**src/rtl/mpf_pkg.sv**
```systemverilog
package mpf_pkg;
    localparam int MP_PIX = 16;

    typedef enum logic [1:0] {
        ST_IDLE,
        ST_HEADER,
        ST_SCAN,
        ST_RETIRE
    } scan_state_e;
endpackage

```
**src/rtl/mpf_macro_pixel.sv**
```systemverilog
module mpf_macro_pixel #(
    parameter int PIX    = 16,
    parameter int SLOT_W = 2
) (
    input  logic              clk,
    input  logic              rst_n,
    input  logic [PIX-1:0]    hit,
    input  logic              freeze_req,
    input  logic [SLOT_W-1:0] cur_slot,
    input  logic              release_req,
    output logic [PIX-1:0]    flags,
    output logic              frozen,
    output logic [SLOT_W-1:0] slot,
    output logic              drop
);
    assign drop = frozen && (hit != '0);

    always_ff @(posedge clk) begin
        if (!rst_n) begin
            flags  <= '0;
            frozen <= 1'b0;
            slot   <= '0;
        end else if (release_req) begin
            flags  <= '0;
            frozen <= 1'b0;
        end else if (!frozen) begin
            flags <= flags | hit;
            if (freeze_req && (flags != '0)) begin
                frozen <= 1'b1;
                slot   <= cur_slot;
            end
        end
    end
endmodule

```
**src/rtl/mpf_ts_fifo.sv**
```systemverilog
module mpf_ts_fifo #(
    parameter int DEPTH = 4,
    parameter int TS_W  = 8
) (
    input  logic                          clk,
    input  logic                          rst_n,
    input  logic                          push,
    input  logic [TS_W-1:0]               push_ts,
    input  logic                          pop,
    output logic [TS_W-1:0]               head_ts,
    output logic [$clog2(DEPTH)-1:0]      rd_ptr,
    output logic [$clog2(DEPTH)-1:0]      wr_ptr,
    output logic                          full,
    output logic                          empty
);
    localparam int SLOT_W = $clog2(DEPTH);
    localparam int CNT_W  = SLOT_W + 1;

    logic [TS_W-1:0]  mem [DEPTH];
    logic [CNT_W-1:0] cnt;

    function automatic logic [SLOT_W-1:0] nxt(input logic [SLOT_W-1:0] p);
        return (p == SLOT_W'(DEPTH - 1)) ? '0 : p + 1'b1;
    endfunction

    assign full    = (cnt == CNT_W'(DEPTH));
    assign empty   = (cnt == '0);
    assign head_ts = mem[rd_ptr];

    always_ff @(posedge clk) begin
        if (!rst_n) begin
            rd_ptr <= '0;
            wr_ptr <= '0;
            cnt    <= '0;
        end else begin
            if (push && !full) begin
                mem[wr_ptr] <= push_ts;
                wr_ptr      <= nxt(wr_ptr);
            end
            if (pop && !empty) begin
                rd_ptr <= nxt(rd_ptr);
            end
            cnt <= cnt + CNT_W'(push && !full) - CNT_W'(pop && !empty);
        end
    end
endmodule

```
**src/rtl/mpf_scan_fsm.sv**
```systemverilog
module mpf_scan_fsm
    import mpf_pkg::*;
(
    input  logic clk,
    input  logic rst_n,
    input  logic pending,
    input  logic remaining,
    output logic hdr_fire,
    output logic scan_active,
    output logic pop
);
    scan_state_e state_q, state_d;

    always_ff @(posedge clk) begin
        if (!rst_n) begin
            state_q <= ST_IDLE;
        end else begin
            state_q <= state_d;
        end
    end

    always_comb begin
        state_d     = state_q;
        hdr_fire    = 1'b0;
        scan_active = 1'b0;
        pop         = 1'b0;
        unique case (state_q)
            ST_IDLE: begin
                if (pending) state_d = ST_HEADER;
            end
            ST_HEADER: begin
                hdr_fire = 1'b1;
                state_d  = ST_SCAN;
            end
            ST_SCAN: begin
                scan_active = 1'b1;
                if (!remaining) state_d = ST_RETIRE;
            end
            ST_RETIRE: begin
                pop     = 1'b1;
                state_d = ST_IDLE;
            end
            default: state_d = ST_IDLE;
        endcase
    end
endmodule

```
**src/rtl/mp_freeze_ctrl.sv**
```systemverilog
module mp_freeze_ctrl
    import mpf_pkg::*;
#(
    parameter int NUM_MP  = 8,
    parameter int TS_W    = 8,
    parameter int SB_DEPTH = 4,
    parameter int LOST_W  = 8,
    parameter int IDX_W   = (NUM_MP > 1) ? $clog2(NUM_MP) : 1
) (
    input  logic                     clk,
    input  logic                     rst_n,
    input  logic [NUM_MP*MP_PIX-1:0] hit_i,
    input  logic                     bco_tick_i,
    input  logic                     rd_strobe_i,
    input  logic [IDX_W-1:0]         rd_idx_i,
    output logic [NUM_MP-1:0]        fastor_o,
    output logic [NUM_MP-1:0]        frozen_o,
    output logic [TS_W-1:0]          bco_cnt_o,
    output logic                     out_valid_o,
    output logic                     out_hdr_o,
    output logic [TS_W-1:0]          out_ts_o,
    output logic [IDX_W-1:0]         out_mp_o,
    output logic [MP_PIX-1:0]        out_pat_o,
    output logic [LOST_W-1:0]        lost_cnt_o,
    output logic                     ovf_o
);
    localparam int SLOT_W = $clog2(SB_DEPTH);

    logic [MP_PIX-1:0] flags  [NUM_MP];
    logic [SLOT_W-1:0] slots  [NUM_MP];
    logic [NUM_MP-1:0] drops;
    logic [NUM_MP-1:0] releases;
    logic [NUM_MP-1:0] head_match;

    logic              fifo_full, fifo_empty, accept_tick, any_live_hit, push;
    logic [TS_W-1:0]   head_ts;
    logic [SLOT_W-1:0] rd_ptr, wr_ptr;
    logic              hdr_fire, scan_active, pop, rd_ok;

    assign accept_tick  = bco_tick_i && !fifo_full;
    assign any_live_hit = |(fastor_o & ~frozen_o);
    assign push         = accept_tick && any_live_hit;
    assign rd_ok        = scan_active && rd_strobe_i && head_match[rd_idx_i];

    for (genvar m = 0; m < NUM_MP; m++) begin : g_mp
        mpf_macro_pixel #(.PIX(MP_PIX), .SLOT_W(SLOT_W)) u_mp (
            .clk        (clk),
            .rst_n      (rst_n),
            .hit        (hit_i[m*MP_PIX +: MP_PIX]),
            .freeze_req (accept_tick),
            .cur_slot   (wr_ptr),
            .release_req(releases[m]),
            .flags      (flags[m]),
            .frozen     (frozen_o[m]),
            .slot       (slots[m]),
            .drop       (drops[m])
        );
        assign fastor_o[m]   = |flags[m];
        assign head_match[m] = frozen_o[m] && (slots[m] == rd_ptr);
        assign releases[m]   = rd_ok && (rd_idx_i == IDX_W'(m));
    end

    mpf_ts_fifo #(.DEPTH(SB_DEPTH), .TS_W(TS_W)) u_fifo (
        .clk    (clk),
        .rst_n  (rst_n),
        .push   (push),
        .push_ts(bco_cnt_o),
        .pop    (pop),
        .head_ts(head_ts),
        .rd_ptr (rd_ptr),
        .wr_ptr (wr_ptr),
        .full   (fifo_full),
        .empty  (fifo_empty)
    );

    mpf_scan_fsm u_fsm (
        .clk        (clk),
        .rst_n      (rst_n),
        .pending    (!fifo_empty),
        .remaining  (|head_match),
        .hdr_fire   (hdr_fire),
        .scan_active(scan_active),
        .pop        (pop)
    );

    always_ff @(posedge clk) begin
        if (!rst_n) begin
            bco_cnt_o  <= '0;
            lost_cnt_o <= '0;
            ovf_o      <= 1'b0;
        end else begin
            if (bco_tick_i) bco_cnt_o <= bco_cnt_o + 1'b1;
            if ((drops != '0) && (lost_cnt_o != '1)) lost_cnt_o <= lost_cnt_o + 1'b1;
            if (bco_tick_i && fifo_full) ovf_o <= 1'b1;
        end
    end

    always_ff @(posedge clk) begin
        if (!rst_n) begin
            out_valid_o <= 1'b0;
            out_hdr_o   <= 1'b0;
            out_ts_o    <= '0;
            out_mp_o    <= '0;
            out_pat_o   <= '0;
        end else begin
            out_valid_o <= hdr_fire || rd_ok;
            out_hdr_o   <= hdr_fire;
            out_ts_o    <= head_ts;
            out_mp_o    <= rd_idx_i;
            out_pat_o   <= rd_ok ? flags[rd_idx_i] : '0;
        end
    end
endmodule

```
**config.mk**
```make
export PLATFORM = sky130hd
export DESIGN_NAME = mp_freeze_ctrl
export DESIGN_NICKNAME = d
export VERILOG_FILES = /design/src/rtl/mpf_pkg.sv /design/src/rtl/mpf_macro_pixel.sv /design/src/rtl/mpf_ts_fifo.sv /design/src/rtl/mpf_scan_fsm.sv /design/src/rtl/mp_freeze_ctrl.sv
export SDC_FILE = /design/constraint.sdc
export NUM_CORES = 1
export LEC_CHECK = 0
export CAP_MARGIN = 0
export CORE_MARGIN = 3
export CORE_UTILIZATION = 50
export DETAILED_ROUTE_END_ITERATION = 8
export PLACE_DENSITY = 0.89
export RECOVER_POWER = 50
export SLEW_MARGIN = 20
export SYNTH_ARGS = -nofsm -noshare
export SYNTH_HDL_FRONTEND = slang
export SYNTH_SLANG_ARGS = --single-unit
```
**constraint.sdc**
```tcl
create_clock -name clk -period 7.8 [get_ports clk]
set_input_delay 1.95 -clock clk [delete_from_list [all_inputs] [get_ports clk]]
set_output_delay 1.95 -clock clk [all_outputs]
set_load 0.02 [all_outputs]
```
==> metrics.cfg <==
[run_status]
outcome = finished, violations left
violations = capacitance limit, slew limit

[drt]
wire_per_inst_um = 20.6
vias_per_cell = 6.09
antenna_left = 0
via_count = 8779
dr.pass1.iters = 5
drc = 0
drtIter0Drc = 988
wl_mm = 29.7

[cts]
path_clk_slew_ns = 0.06
tritoncts = done
cts_buffers = 24
cts_sinks = 239
cts_buffer_depth = 3
worstSkewPairLatency_ns = 0.51
post-cts-setup-buffers = 0
ctsRootBufferMaster = clkbuf_16
post_cts_resized = 0
cts.htree.levels = 1
cts.hold.buffers_added = 0

[sta]
setup_violations = 0
worst_slew_pin_slew_ns = 2.53
slew_viol_final = 58
fin_crit_ns = 5.44
clock_skew_ns = 0.0120
finalHoldViolations = 0
tns_ns = 0
period_share = 0.697
max_freq_mhz = 184
rsz0062_at_grt = no
slew_headroom = -0.684

[power]
p_seq_frac = 0.467
swShare = 0.285
peakVddDrop_v = 0.000170
clkPwrFrac = 0.351
cellPowerDensity_nw_per_um2 = 250
p_int_mw = 2.27
leakage_nw = 4.76
comb_power_share = 0.183
power_mw = 3.17
switching_power_mw = 0.904

[floorplan]
start_util = 0.518
dieArea_sq_um = 21500
pin_count = 197
fp.dieH_um = 147
core_area_sq_um = 19100
row_count = 50
die_width_um = 147

[logic_synthesis]
postSynthAreaPerCell_sq_um = 9.98
synthTopCellsByArea = dfxtp_1 42%, edfxtp_1 9.7%, mux4_2 9.3%
yosysWarnings = 0
synth-adder-area-share = 0.0198
yosysSeqAreaShare = 0.517
synth_nets = 1140
syn-instance-count = 990
ys.flop_type = dfxtp_1
synth_top_family_by_area = simple AND/OR/NAND/NOR gates
synthMuxAreaShare = 0.104
async_flop_share = 0
synthDistinctLibCells = 49
synth_xor_area_frac = 0.0204
synth-simple-area-share = 0.169
synth_top_cell_by_area = dfxtp_1
synth-edff-count = 32
synth_top_area_share = 0.420
syn-cell-area_sq_um = 9880
ys_ff_latch = 239
synth_compound_area_frac = 0.134

[grt]
grtUsageTotal = 0.263
grt_util_met2 = 0.423
grt_max_degree = 45
met3_usage = 0.0590
use_met1 = 0.348
grt_overflow = 0
grt_pass1_wl_mm = 45.2
grt_pass1_vias = 8448
antenna_found_initial = 0
top_usage_layer = met2

[cells_and_area]
ff_latch_area_sq_um = 5100
nNetsFinal = 1316
nFillCells = 1408
layout-drive-gt1-share = 0.0813
multi_input_area_sq_um = 4420
synthToLayoutAreaGrowth_pct = 28.6

[setup_path]
crit_required_ns = 8.16
cp-start-kind = input port
critPathCaptureType = register
path_max_fanout = 39
criticalPathCategory = input port to register
critical_path_arrival_ns = 5.80

[place]
place_hpwl_mm = 21.6
io_buffers = 196
gp_congestion = 1.00

[flow_run]
maxCapViolCount = 2

[worst_hold_path]
hold_class = register to register

registers in the layout (all words and copies together), names as in the netlist, 3 cells and up:
| register | count |
|---|---|
| u_fifo.cnt | 3 |
| out_mp_o | 3 |
| u_fifo.mem | 32 |
| lost_cnt_o | 8 |
| g_mp.u_mp.frozen | 8 |
| g_mp.u_mp.flags | 128 |
| out_pat_o | 16 |
| g_mp.u_mp.slot | 16 |
| out_ts_o | 8 |
| bco_cnt_o | 8 |
layout by cell type, fill, tap and decap left out, drive strengths merged, types with 2 or more instances in the layout:
cell,count
a211oi,2
a21oi,175
a22oi,2
a31oi,4
a41oi,9
and2,13
and3,5
and4,2
buf,4
clkbuf,37
clkdlybuf4s50,139
clkinv,15
dfxtp,207
dlygate4sd3,55
edfxtp,32
ha,14
inv,14
mux2i,10
mux4,41
nand2,74
nand2b,6
nand3,15
nand4,16
nor2,152
nor3,2
nor4,65
o21ai,20
o31ai,9
o41ai,2
or3,2
xnor2,19
xor2,4
power by group through the flow:
stage | Sequential (mW) | Combinational (mW) | Clock [mW]
after floorplan | 1.47 | 0.362 | 0
after global placement | 1.49 | 0.547 | 0
after detailed placement | 1.50 | 0.569 | 0
after CTS | 1.47 | 0.576 | 1.12
after global routing | 1.49 | 0.633 | 1.17
final | 1.48 | 0.580 | 1.11
worst max-delay path: stages:
cell	delay, ns
clkbuf_1	1.76
nand3_1	0.77
o31ai_1	0.48
clkbuf_1	0.70
nor2_1	0.13
stage by stage:
stage / instances / hold slack [ns] / area [sq um] / setup WS, ns / utilization
after CTS: 1440 / 0.491 / 12700 / 3.29 / 0.666
after detailed placement: 1399 / 0.478 / 11900 / 2.80 / 0.626
after global routing: 1441 / 0.506 / 12700 / 1.96 / 0.665
after global placement: 1399 / 0.471 / 11900 / 2.95 / 0.625
after floorplan: 990 / 0.454 / 9880 / 3.89 / -
final: 1442 / 0.489 / 12700 / 2.36 / 0.665
synthesized netlist by cell type (all sizes together), types with 4 or more instances:
library cell    n
a21oi         175
a31oi           4
a41oi           9
and2           13
and3            5
buf            26
clkbuf         27
clkinv          9
dfxtp         207
edfxtp         32
ha             14
inv            13
mux2i          10
mux4           41
nand2          74
nand2b          6
nand3          15
nand4          16
nor2          152
nor4           65
o21ai          20
o31ai           9
xnor2          19
xor2            4
routing by layer:
layer,part of all wire,wire [um],vias to the layer above
li1,-,-,3957
met1,0.38,11200,4092
met2,0.46,13800,621
met3,0.11,3390,109
met4,0.046,1360,0
met5,0,0,-
logic make-up after synthesis:
group                    after synthesis
AND/OR/NAND/NOR                      358
flip-flops                           239
AO/OA/AOI/OAI                        229
buffers and inverters                 75
multiplexers                          51
XOR/XNOR                              23
adder cells (fa/ha/maj)               15
layout make-up:
| cell class | instances | area share |
|---|---|---|
| sequential | 239 | 0.402 |
| clock inverter | 9 | 0.00611 |
| antenna | 1 | 0.000197 |
| clock buffer | 32 | 0.0537 |
| inverter | 22 | 0.00650 |
| timing repair buffer | 203 | 0.158 |
| multi-input combinational | 676 | 0.348 |
| tap | 260 | 0.0256 |
worst paths after layout:
kind | startpoint | end | slack (ns) | depth (start not counted)
max | rd_idx_i[1] | g_mp[6].u_mp.flags[10]$_SDFFE_PP0N_ | 2.36 | 5
min | g_mp[0].u_mp.slot[0]$_SDFFE_PN0P_ | g_mp[0].u_mp.slot[0]$_SDFFE_PN0P_ | 0.49 | 2
max reg2reg | u_fifo.rd_ptr[1]$_SDFFE_PN0P_ | g_mp[4].u_mp.flags[12]$_SDFFE_PP0N_ | 4.29 | 4
min reg2reg | g_mp[0].u_mp.slot[0]$_SDFFE_PN0P_ | g_mp[0].u_mp.slot[0]$_SDFFE_PN0P_ | 0.49 | 2
(Power assumes the default switching activity.)
